File: src/rtl/wm_pkg.sv
package wm_pkg;

  localparam int NUM_OUT  = 4;
  localparam int NUM_SLOT = 12;
  localparam int SLOT_W   = $clog2(NUM_SLOT);

  typedef enum logic [1:0] {
    ST_IDLE,
    ST_SCAN,
    ST_SEND
  } scan_state_t;

  // output that owns fill slot k (A, B, C, D = 0..3)
  function automatic int owner_of(input int k);
    if (k < 2) return k;
    else if (k < 7) return 2;
    else return 3;
  endfunction

  // control bit position written by fill slot k
  function automatic int pos_of(input int k);
    int base;
    int j;
    if (k < 2) return k;
    base = (k < 7) ? 2 : 7;
    j = k - base;
    if (j < 3) return base + j;
    else if (j == 3) return base + 4;
    else return base + 3;
  endfunction

endpackage

File: src/rtl/wm_slot_decode.sv
module wm_slot_decode
  import wm_pkg::*;
(
  input  logic [NUM_OUT-1:0] used,
  input  logic [SLOT_W-1:0]  slot,
  output logic               slot_open,
  output logic [SLOT_W-1:0]  slot_pos
);

  logic [NUM_SLOT-1:0] open_tab;
  logic [SLOT_W-1:0]   pos_tab [NUM_SLOT];

  generate
    for (genvar g = 0; g < NUM_SLOT; g++) begin : g_slot
      localparam int OWNER = owner_of(g);
      localparam int POS   = pos_of(g);
      assign open_tab[g] = ~used[OWNER];
      assign pos_tab[g]  = SLOT_W'(POS);
    end
  endgenerate

  always_comb begin
    slot_open = 1'b0;
    slot_pos  = '0;
    for (int i = 0; i < NUM_SLOT; i++) begin
      if (slot == SLOT_W'(i)) begin
        slot_open = open_tab[i];
        slot_pos  = pos_tab[i];
      end
    end
  end

endmodule

File: src/rtl/wm_scan_ctrl.sv
module wm_scan_ctrl
  import wm_pkg::*;
(
  input  logic              clk,
  input  logic              rst,
  input  logic              in_valid,
  input  logic              out_ready,
  input  logic              slot_open,
  input  logic              mode_extract,
  input  logic              done,
  input  logic              wm_valid,
  output logic [SLOT_W-1:0] slot,
  output logic              in_ready,
  output logic              out_valid,
  output logic              wm_ready,
  output logic              take_bit,
  output logic              read_bit,
  output logic              load
);

  localparam logic [SLOT_W-1:0] LAST_SLOT = SLOT_W'(NUM_SLOT - 1);

  scan_state_t state;
  logic scanning;
  logic need_bit;
  logic advance;

  always_comb begin
    scanning  = (state == ST_SCAN);
    need_bit  = scanning && slot_open && !mode_extract && !done;
    in_ready  = (state == ST_IDLE);
    out_valid = (state == ST_SEND);
    wm_ready  = need_bit;
    take_bit  = need_bit && wm_valid;
    read_bit  = scanning && slot_open && mode_extract;
    advance   = scanning && (!need_bit || wm_valid);
    load      = in_ready && in_valid;
  end

  always_ff @(posedge clk) begin
    if (rst) begin
      state <= ST_IDLE;
      slot  <= '0;
    end else begin
      case (state)
        ST_IDLE: begin
          if (in_valid) begin
            state <= ST_SCAN;
            slot  <= '0;
          end
        end
        ST_SCAN: begin
          if (advance) begin
            if (slot == LAST_SLOT) state <= ST_SEND;
            else slot <= slot + 1'b1;
          end
        end
        ST_SEND: begin
          if (out_ready) state <= ST_IDLE;
        end
        default: state <= ST_IDLE;
      endcase
    end
  end

endmodule

File: src/rtl/wm_bit_counter.sv
module wm_bit_counter #(
  parameter int WIDTH = 16
) (
  input  logic             clk,
  input  logic             rst,
  input  logic             inc,
  output logic [WIDTH-1:0] count
);

  always_ff @(posedge clk) begin
    if (rst) count <= '0;
    else if (inc) count <= count + 1'b1;
  end

endmodule

File: src/rtl/wm_cfg_marker.sv
module wm_cfg_marker
  import wm_pkg::*;
#(
  parameter int PAYLOAD_W = 8,
  parameter int COUNT_W   = 16
) (
  input  logic                 clk,
  input  logic                 rst,
  input  logic                 mode_extract,
  input  logic                 in_valid,
  output logic                 in_ready,
  input  logic [PAYLOAD_W-1:0] in_payload,
  input  logic [NUM_OUT-1:0]   in_used,
  input  logic [NUM_SLOT-1:0]  in_ctl,
  output logic                 out_valid,
  input  logic                 out_ready,
  output logic [PAYLOAD_W-1:0] out_payload,
  output logic [NUM_OUT-1:0]   out_used,
  output logic [NUM_SLOT-1:0]  out_ctl,
  input  logic                 wm_valid,
  output logic                 wm_ready,
  input  logic                 wm_bit,
  input  logic                 wm_last,
  output logic                 ext_valid,
  output logic                 ext_bit,
  output logic [COUNT_W-1:0]   bit_count,
  output logic                 wm_done
);

  logic [PAYLOAD_W-1:0] rec_payload;
  logic [NUM_OUT-1:0]   rec_used;
  logic [NUM_SLOT-1:0]  rec_ctl;
  logic [SLOT_W-1:0]    slot;
  logic [SLOT_W-1:0]    slot_pos;
  logic                 slot_open;
  logic                 take_bit;
  logic                 read_bit;
  logic                 load;

  wm_slot_decode u_decode (
    .used      (rec_used),
    .slot      (slot),
    .slot_open (slot_open),
    .slot_pos  (slot_pos)
  );

  wm_scan_ctrl u_ctrl (
    .clk          (clk),
    .rst          (rst),
    .in_valid     (in_valid),
    .out_ready    (out_ready),
    .slot_open    (slot_open),
    .mode_extract (mode_extract),
    .done         (wm_done),
    .wm_valid     (wm_valid),
    .slot         (slot),
    .in_ready     (in_ready),
    .out_valid    (out_valid),
    .wm_ready     (wm_ready),
    .take_bit     (take_bit),
    .read_bit     (read_bit),
    .load         (load)
  );

  wm_bit_counter #(.WIDTH(COUNT_W)) u_count (
    .clk   (clk),
    .rst   (rst),
    .inc   (take_bit | read_bit),
    .count (bit_count)
  );

  always_ff @(posedge clk) begin
    if (rst) begin
      rec_payload <= '0;
      rec_used    <= '0;
      rec_ctl     <= '0;
      wm_done     <= 1'b0;
      ext_valid   <= 1'b0;
      ext_bit     <= 1'b0;
    end else begin
      ext_valid <= read_bit;
      if (read_bit) ext_bit <= rec_ctl[slot_pos];
      if (load) begin
        rec_payload <= in_payload;
        rec_used    <= in_used;
        rec_ctl     <= in_ctl;
      end
      if (take_bit) begin
        rec_ctl[slot_pos] <= wm_bit;
        if (wm_last) wm_done <= 1'b1;
      end
    end
  end

  assign out_payload = rec_payload;
  assign out_used    = rec_used;
  assign out_ctl     = rec_ctl;

endmodule

File: config.mk
export PLATFORM = sky130hd
export DESIGN_NAME = wm_cfg_marker
export DESIGN_NICKNAME = d
export VERILOG_FILES = /design/src/rtl/wm_pkg.sv /design/src/rtl/wm_slot_decode.sv /design/src/rtl/wm_scan_ctrl.sv /design/src/rtl/wm_bit_counter.sv /design/src/rtl/wm_cfg_marker.sv
export SDC_FILE = /design/constraint.sdc
export NUM_CORES = 1
export LEC_CHECK = 0
export ABC_AREA = 1
export BUFFER_PORTS_ARGS = -buffer_cell sky130_fd_sc_hd__buf_2
export CORE_MARGIN = 5
export CORE_UTILIZATION = 48
export CTS_BUF_LIST = sky130_fd_sc_hd__clkbuf_16
export CTS_CLUSTER_SIZE = 28
export DETAILED_ROUTE_END_ITERATION = 8
export PLACE_DENSITY_LB_ADDON = 0.1
export SLEW_MARGIN = 20
export SYNTH_ARGS = -nofsm -noshare
export SYNTH_HDL_FRONTEND = slang
export SYNTH_SLANG_ARGS = --single-unit
File: constraint.sdc
create_clock -name clk -period 2.1 [get_ports clk]
set_input_delay 0.105 -clock clk [delete_from_list [all_inputs] [get_ports clk]]
set_output_delay 0.105 -clock clk [all_outputs]
set_load 0.1 [all_outputs]
# Word-level counts from Yosys, hierarchy flattened
# Index checks and enable logic that the tools add are counted.
[classes] mul=0 bitwise=5 n_addsub=2 shift=0 mux=40 n_eq_ne=18 n_lt_le_gt_ge=2 div=0 n_reduce_logical=18
[ops] operator="$mux W12" count=3
[ops] operator="$mux W4" count=7
[ops] operator="$add A16 B1 Y16 const B" count=1
[ops] operator="$eq A4 B3 Y1 const B" count=4
[ops] operator="$eq A4 B4 Y1 const B" count=4
[ops] operator="$mux W1" count=15
[ops] operator="$bwmux W12" count=1
[ops] operator="$mux W2" count=6
[ops] operator="$mux W3" count=4
[ops] operator="$eq A4 B2 Y1 const B" count=2
[ops] operator="$logic_and A1 B1 Y1" count=8
[ops] operator="$ne A2 B2 Y1 const B" count=4
[ops] operator="$pmux W4 S2" count=1
[ops] operator="$reduce_and A4 Y1" count=2
[ops] operator="$pmux W2 S3" count=1
[ops] operator="$lt A4 B5 Y1 const B" count=1
[ops] operator="$add A4 B1 Y4 const B" count=1
[ops] operator="$bmux W1 S4" count=1
[ops] operator="$demux W1 S4" count=1
[ops] operator="$eq A4 B1 Y1 const B" count=1
[ops] operator="$ge A4 B1 Y1 const B" count=1
[ops] operator="$logic_not A4 Y1" count=1
[ops] operator="$not A1 Y1" count=4
[ops] operator="$logic_not A1 Y1" count=3
[ops] operator="8 further kinds" count=8
[word_totals] memories=0 word_cells=94 mem_bits_ro=0 output_inout_bits=46 register_bits=49 latch_bits=0 ramBits=0 input_bits=32

# Depth between registers and ports, before layout
# Gate-level depths: netlist of run 1.
[logic_depth] depth_word=21 mapped_depth=16 mapped_depth_nobuf=16

# Cells and area by module
# From an unflattened synthesis of run 1, not the netlist that was laid out.
[hier_totals] hier_cells=427 area_unflattened_um2=2742.6
[modules_own_cells] module="wm_cfg_marker" cells_each=206 seq_area_each_um2=540.5 area_per_inst_um2=1342.5 instances=1
[modules_own_cells] module="wm_bit_counter" cells_each=126 seq_area_each_um2=320.3 area_per_inst_um2=847.1 instances=1
[modules_own_cells] module="wm_scan_ctrl" cells_each=67 seq_area_each_um2=120.1 area_per_inst_um2=435.4 instances=1
[modules_own_cells] module="wm_slot_decode" cells_each=28 seq_area_each_um2=0.0 area_per_inst_um2=117.6 instances=1

# Worst setup path after synthesis of run 1
# Ideal clock, no wire load.
[synth_path] path_kind="flip-flop to flip-flop" from="register u_ctrl.state[0]" to="register rec_used[3] (netlist: out_used[3])" arrival_time_ps=2625 period_less_slack_ps=2690 stages_incl_launch_ff=8 setup_time_ps=65 required_time_ps=2035 setup_slack_ps=-590 n_path_buf=2 cell_sequence="dfxtp_1 -> nor2_1 -> nand2_1 -> buf_6 -> inv_1 -> clkbuf_1 -> nor2_1 -> nor2_1"
[synth_via] elab_chain_len=2
[synth_rtl] item="start, declared" line_no="wm_scan_ctrl.sv:23" rtl="scan_state_t state;"
[synth_rtl] item="start signal, assigned" line_no="wm_scan_ctrl.sv:42" rtl="state <= ST_IDLE;"
[synth_rtl] item="start signal, assigned" line_no="wm_scan_ctrl.sv:48" rtl="state <= ST_SCAN;"
[synth_rtl] item="start signal, assigned" line_no="wm_scan_ctrl.sv:54" rtl="if (slot == LAST_SLOT) state <= ST_SEND;"
[synth_rtl] item="$logic_not A2 Y1" line_no="wm_scan_ctrl.sv:31" rtl="in_ready = (state == ST_IDLE);"
[synth_rtl] item="net in_ready" line_no="wm_cfg_marker.sv:11" rtl="output logic in_ready,"
[synth_rtl] item="$logic_and A1 B1 Y1" line_no="wm_scan_ctrl.sv:37" rtl="load = in_ready && in_valid;"
[synth_rtl] item="end signal, assigned" line_no="wm_cfg_marker.sv:85" rtl="rec_used <= in_used;"
[synth_rtl] item="end, declared" line_no="wm_cfg_marker.sv:31" rtl="logic [NUM_OUT-1:0] rec_used;"
# The timed path passes the listed nets, and every way through them passes these cells.
# A chain may end at the register's enable or synchronous reset.

# Final worst setup path of run 1
[layout_path] from="register u_ctrl.slot[0]" to="output wm_ready"
[layout_via] elab_chain_len=16 word_cells_on_any_way=27 classes_between="eq/ne (11); mux (12); reduce/logical (4)"
[layout_rtl] item="start, declared" line_no="wm_scan_ctrl.sv:12" rtl="output logic [SLOT_W-1:0] slot,"
[layout_rtl] item="start signal, assigned" line_no="wm_scan_ctrl.sv:55" rtl="else slot <= slot + 1'b1;"
[layout_rtl] item="$logic_not A4 Y1" line_no="wm_slot_decode.sv:26" rtl="if (slot == SLOT_W'(i)) begin"
[layout_rtl] item="$mux W1 (11 in series)" line_no="wm_slot_decode.sv:26"
[layout_rtl] item="$mux W1 (*)" line_no="wm_slot_decode.sv:26"
[layout_rtl] item="$logic_and A1 B1 Y1 (*) (3 in series)" line_no="wm_scan_ctrl.sv:30" rtl="need_bit = scanning && slot_open && !mode_extract && !done;"
[layout_rtl] item="end, declared" line_no="wm_cfg_marker.sv:21" rtl="output logic wm_ready,"
# Mark *: on every way between the ends. The rest lies on a longest branch, timed or not.

==> results of run 1 <==
[cell type report]
| cell class | count | area share |
|---|---|---|
| clock buffer | 5 | 0.0318 |
| timing repair buffer | 99 | 0.163 |
| tap | 75 | 0.0239 |
| inverter | 37 | 0.0359 |
| clock inverter | 3 | 0.00668 |
| multi-input combinational | 323 | 0.485 |
| sequential | 49 | 0.254 |
[registers in the layout, summed over array words and instances, names as in the netlist]
register	count
u_count.count	16
ext_valid	1
u_ctrl.slot	4
u_ctrl.state	2
out_ctl	12
out_used	4
ext_bit	1
out_payload	8
wm_done	1
[per-layer routing]
layer / track usage / share of wire / routed length, um
met1: 0.251 / 0.43 / 3390
met2: 0.367 / 0.52 / 4120
met3: 0.0387 / 0.048 / 380
met4: 0.0474 / 0.011 / 85
met5: 0 / 0 / 0
[critical path: stages (launching register included)]
cell      delay, ns
dfxtp_4        0.37
buf_12         0.13
ha_4           0.17
o21ai_2        0.13
nand3_1        0.15
o211ai_2       0.27
nand2_4        0.11
nor2_8         0.14
buf_6          0.11
buf_12         0.16
[what timing repair did]
action                     CTS  global route
setup endpoints to repair    3            35
setup buffers                4             1
gates resized for setup     14            10
pin swaps                    5             4
gates cloned                 0             2
[worst max path at each step]
stage,cells past startpoint,startpoint,endpoint
after floorplan,14,u_ctrl.slot[2],u_count.count[14]
after global placement,12,u_ctrl.slot[0],u_count.count[14]
after detailed placement,12,u_ctrl.slot[0],u_count.count[8]
after CTS,11,u_ctrl.slot[3],wm_ready
after global routing,13,u_ctrl.slot[0],u_ctrl.slot[1]
final,9,u_ctrl.slot[0],wm_ready
[stage by stage]
step / util / hold slack (ns) / area [um^2] / setup WS [ns] / TNS [ns]
floorplan: - / 0.240 / 3060 / -0.123 / -1.67
global placement: 0.596 / 0.334 / 3570 / 0.0585 / 0
detailed placement: 0.596 / 0.351 / 3570 / 0.00000555 / 0
CTS: 0.641 / 0.0439 / 3840 / 0.0121 / 0
global route: 0.657 / 0.0593 / 3930 / -0.135 / -2.83
finish: 0.657 / 0.0479 / 3930 / -0.0334 / -0.0771
[power groups by stage]
stage	clock, mW	combinational, mW	sequential, mW
final	0.824	0.961	1.03
after global routing	0.896	1.03	1.04
after CTS	0.856	0.923	1.03
after detailed placement	0	0.890	1.05
after global placement	0	0.886	1.05
after floorplan	0	0.369	1.40
[logic make-up (layout without fill, tap and decap cells)]
logic type / after synthesis / in the layout / synth area share
adder cells (fa/ha/maj): 9 / 9 / 0.0375
XOR/XNOR: 14 / 14 / 0.0408
flip-flops: 49 / 49 / 0.327
AND/OR/NAND/NOR: 236 / 237 / 0.359
buffers and inverters: 53 / 144 / 0.0896
multiplexers: 12 / 12 / 0.0400
AO/OA/AOI/OAI: 51 / 51 / 0.107
[cell usage in the layout (no fill, tap or decap), drive strengths merged]
master / count
a21oi: 25
buf: 98
clkbuf: 6
clkinvlp: 2
dfxtp: 49
ha: 9
inv: 38
mux2i: 12
nand2: 104
nand3: 47
nand4: 4
nor2: 70
nor3: 9
nor4: 3
o211ai: 1
o21a: 1
o21ai: 23
o31ai: 1
xnor2: 2
xor2: 12
==> run_results.csv, run 1 <==
group,metric,value,unit
clocking,clock_latency,0.29,ns
route,vias_per_cell,5.13,
pwr,p_per_area,717,mW/mm^2
setup_path,r2r_end,"u_count.count[10]",
yosys,yosys.area.top_type,"dfxtp_1",
timing,rsz0062_at_grt,"true",
timing,tightest_slew,0.498,ns
floorplanning,io_pins,78,
setup_path,startpoint_type,"flop",
min_path,worstHoldStart,"wm_last",
yosys,avgSynthCellArea,7.08,um^2
grt,overflow,0,
finish,seq_area,1000,um^2
pwr,comb_power_share,0.341,
clocking,cts_sinks,49,
yosys,ys_seq_area_frac,0.327,
setup_path,reg2reg_from,"u_ctrl.slot[0]",
clocking,cts.htree.levels,2,
setup_path,crit_arrival,2.03,ns
route,routed_wl,7980,um
grt,grt_max_degree,20,
setup_path,critPathKind,"reg2out",
finish,antennaDiodeCount,0,
yosys,ys_types,32,
status,violations,"negative setup slack",
setup_path,r2r_cells,13,
clocking,cts_tree,"yes",
placed_design,io_buffers,77,
setup_path,cp_max_fo,7,
pwr,p_leak,1.90,nW
clocking,ctsHoldBuffers,0,
setup_path,end_kind,"output port",
yosys,yosys-top-cells-count,"nand2_1 (87), nor2_1 (69), dfxtp_1 (49), nand3_1 (45), inv_1 (35)",
min_path,min_to,"wm_done",
placed_design,hpwl,5880,um
placed_design,place_inst,576,
route,wl_per_cell,13.5,um
min_path,holdPathStages,3,
yosys,synth_most_common_cell,"nand2_1",
clocking,clkSlewWorstSetupHoldPaths,0.07,ns
pwr,switching_share,0.400,
yosys,ys_ff_latch,49,
setup_path,crit_required,2.00,ns
pwr,pwr-share-seq,0.367,
timing,hold_violations,0,
yosys,synth.net_count,465,
floorplanning,dieArea,0.00794,mm^2
route,num_vias,3033,
finish,syn_to_final_growth,31.0,%
grt,grt_antenna_before_repair,0,
timing,fmax,0.469,GHz
route,first_pass_iters,4,
finish,fin_nets,556,
finish,drive_gt1_frac,0.328,
yosys,synth_warnings,0,
timing,slew_violations,0,
setup_path,r2r_setup_slack,-0.02,ns
pwr,p_total,2.82,mW
floorplanning,die_width,89.1,um
grt,first_global_vias,2895,
placed_design,place_congestion,0.915,
floorplanning,core,0.00599,mm^2
yosys,ys_async_sr_fraction,0,
finish,final_cell_count_no_fill,591,
grt,grtUsageTotal,0.204,
route,ant_nets,0,
timing,slew-limit-headroom,0.670,
yosys,synthCells,424,
pwr,irDropWorstVdd,0.501,mV
timing,clock-skew-final,0.00721,ns
yosys,syn_area,0.00300,mm^2
min_path,worst_hold_path_type,"in2reg",
clocking,root_buffer,"clkbuf_16",
timing,finalCriticalPeriod,2.13,ns
floorplanning,die_h,89.1,um
yosys,yosys_most_used_dff,"dfxtp_1",
floorplanning,rows,28,
yosys,synthTopCellsByArea,"dfxtp_1 (33%), nand2_1 (11%), nor2_1 (8.6%)",
job,drv_cap,0,
clocking,cts_buffers,5,
yosys,synth.top_cell.area_share,0.327,
pwr,switching_power,1.13,mW
clocking,clk_path_buf_depth,2,
route,drc,0,
finish,n_fill_cell,546,
timing,finalCritPeriodShare,1.02,
route,drtIter0Drc,145,
floorplanning,start_util,0.501,
yosys,synth_enable_flop_cells,0,
pwr,p_int,1.69,mW
status,status,"finished, violations left",
timing,setup_violations,6,
timing,worst_slack,-0.0334,ns
finish,multi_input_area,0.00191,mm^2
grt,grt_pass1_wl,13000,um
pwr,clkPwrFrac,0.292,
Power figures use the tool's default switching activity.
==> inputs of run 2 (changes only) <==
--- a/config.mk
+++ b/config.mk
@@ -8,7 +8,7 @@
 export ABC_AREA = 1
 export BUFFER_PORTS_ARGS = -buffer_cell sky130_fd_sc_hd__buf_2
 export CORE_MARGIN = 5
-export CORE_UTILIZATION = 48
+export CORE_UTILIZATION = 47
 export CTS_BUF_LIST = sky130_fd_sc_hd__clkbuf_16
 export CTS_CLUSTER_SIZE = 28
 export DETAILED_ROUTE_END_ITERATION = 8
@@ -16,4 +16,5 @@
 export SLEW_MARGIN = 20
 export SYNTH_ARGS = -nofsm -noshare
 export SYNTH_HDL_FRONTEND = slang
+export SYNTH_HIERARCHICAL = 1
 export SYNTH_SLANG_ARGS = --single-unit
==> run_results.csv, run 2 <==
group,metric,value,unit
status,status,"complete, no violations",
floorplanning,die_h,86.4,um
grt,grt_max_degree,23,
timing,hold_slack,0.0378,ns
clocking,clk_path_buf_depth,2,
yosys,yosys.area.top_type,"dfxtp_1",
timing,tightest_slew,0.506,ns
job,drv_cap,0,
setup_path,cp_max_fo,7,
placed_design,dpl_cell_area,0.00328,mm^2
yosys,ys_types,28,
timing,hold_violations,0,
finish,fin_area,0.00355,mm^2
timing,worst_slack,0.0822,ns
yosys,ys_async_sr_fraction,0,
route,drtIter0Drc,110,
timing,rsz0062_at_grt,"true",
placed_design,place_congestion,0.883,
pwr,p_leak,1.75,nW
min_path,worst_hold_path_type,"in2reg",
setup_path,crit_required,2.33,ns
placed_design,place_inst,576,
grt,grtUsageTotal,0.183,
yosys,ys_seq_area_frac,0.358,
timing,tns,0,ns
yosys,yosys_most_used_dff,"dfxtp_1",
yosys,ys_ff_latch,49,
yosys,synth_most_common_cell,"nand2_1",
grt,first_global_vias,2580,
route,routed_wl,7110,um
pwr,p_per_area,1370,mW/mm^2
timing,finalCritPeriodShare,0.961,
floorplanning,core,0.00557,mm^2
timing,clock-skew-final,0.00450,ns
setup_path,startpoint_type,"flop",
finish,largest_register,"u_count/count",
finish,n_fill_cell,552,
route,drc,0,
floorplanning,start_util,0.492,
floorplanning,rows,27,
finish,antennaDiodeCount,0,
finish,fin_nets,551,
yosys,synthTopCellsByArea,"dfxtp_1 (36%), nand2_1 (16%), nor2_1 (10%)",
route,num_vias,2888,
setup_path,crit_arrival,2.24,ns
grt,grt_pass1_wl,11400,um
floorplanning,io_pins,78,
clocking,cts_tree,"yes",
finish,drive_gt1_frac,0.320,
yosys,synth_warnings,6,
timing,slew_violations,0,
yosys,synth.top_cell.area_share,0.358,
yosys,avgSynthCellArea,6.42,um^2
clocking,root_buffer,"clkbuf_16",
floorplanning,dieArea,0.00746,mm^2
pwr,p_total,4.87,mW
route,first_pass_iters,4,
placed_design,hpwl,5180,um
finish,final_util,0.637,
finish,layout_commonest_cell,"nand2_1",
clocking,cts_sinks,49,
clocking,clkSlewWorstSetupHoldPaths,0.06,ns
yosys,synthCells,427,
yosys,syn_area,0.00274,mm^2
route,wl_per_cell,12.1,um
clocking,cts.htree.levels,2,
timing,setup_violations,0,
pwr,irDropWorstVdd,0.962,mV
placed_design,io_buffers,77,
route,ant_nets,0,
yosys,yosys-top-cells-count,"nand2_1 (117), nor2_1 (73), dfxtp_1 (49), inv_1 (43), nor3_1 (21)",
finish,final_cell_count_no_fill,590,
setup_path,end_kind,"flop",
clocking,ctsHoldBuffers,0,
route,vias_per_cell,4.89,
grt,grt_antenna_before_repair,0,
clocking,clock_latency,0.29,ns
grt,overflow,0,
finish,largest_register_ffs,16,
yosys,synth.net_count,461,
timing,finalCriticalPeriod,2.02,ns
finish,mostFrequentLayoutCells,"nand2_1 (111), buf_2 (77), nor2_1 (66)",
timing,slew-limit-headroom,0.665,
yosys,synth_enable_flop_cells,0,
placed_design,dpl_worst_slack,-0.0213,ns
setup_path,critPathKind,"reg2reg",
finish,syn_to_final_growth,29.5,%
clocking,cts_buffers,5,
floorplanning,die_width,86.4,um
timing,fmax,0.496,GHz
[run 2: cell count changes after synthesis, moves of 10 or more]
cell,change
a21oi_2,-10
nor3_1,+14
xor2_1,-11
nand2_1,+30
nand3_1,-29
mux2i_1,-10
[run 2: worst max-delay path: stages (launching register included)]
cell and delay (ns):
dfxtp_4 0.38, nor2_4 0.09, nor2_1 0.04, nor2_1 0.07
nand3_1 0.10, nand2_2 0.11, nand2_4 0.07, nor4_4 0.30
inv_2 0.07, nand2_4 0.12, nand3_4 0.10, nor2_4 0.16
nand3_2 0.10, nand2_1 0.08, nand2_1 0.06, nor2_1 0.10
[run 2: layer usage]
layer / global-route usage / share of wire
met5: 0 / 0
met4: 0.0439 / 0.0083
met3: 0.0409 / 0.057
met2: 0.319 / 0.49
met1: 0.228 / 0.45
[run 2: layout make-up]
class / instances / area (um^2) / area share
tap: 72 / 90.1 / 0.0254
timing repair buffer: 96 / 532 / 0.150
inverter: 50 / 188 / 0.0528
clock inverter: 3 / 40.0 / 0.0113
sequential: 49 / 1010 / 0.284
multi-input combinational: 315 / 1570 / 0.442
clock buffer: 5 / 125 / 0.0352
[run 2: worst paths after layout]
kind	startpoint	to	slack, ns	depth (start not counted)
max	u_ctrl/slot[2]	u_count/count[14]	0.08	15
min	in_payload[5]	out_payload[5]	0.04	3
max reg2reg	u_ctrl/slot[2]	u_count/count[14]	0.08	15
min reg2reg	u_count/count[8]	u_count/count[8]	0.49	2
[run 2: power by group]
group          internal (mW)  total (mW)  switching, mW  leakage (nW)
logic                  0.653        2.68           2.03          1.26
registers               1.12        1.28          0.162         0.406
clock network          0.559       0.903          0.345        0.0818
[run 2: kinds of logic after synthesis]
group                    after synthesis  share of synthesized area
AO/OA/AOI/OAI                         53                      0.101
XOR/XNOR                               1                    0.00319
adder cells (fa/ha/maj)                2                    0.00912
buffers and inverters                 63                      0.103
flip-flops                            49                      0.358
multiplexers                           2                    0.00730
AND/OR/NAND/NOR                      257                      0.419
[run 2: what timing repair did]
item | 4_1_cts | 5_1_grt
buffers inserted | 0 | 6
gates resized for setup | 1 | 18
setup endpoints to repair | 6 | 11
pin swaps | 0 | 12
hold endpoints to repair | 0 | 0
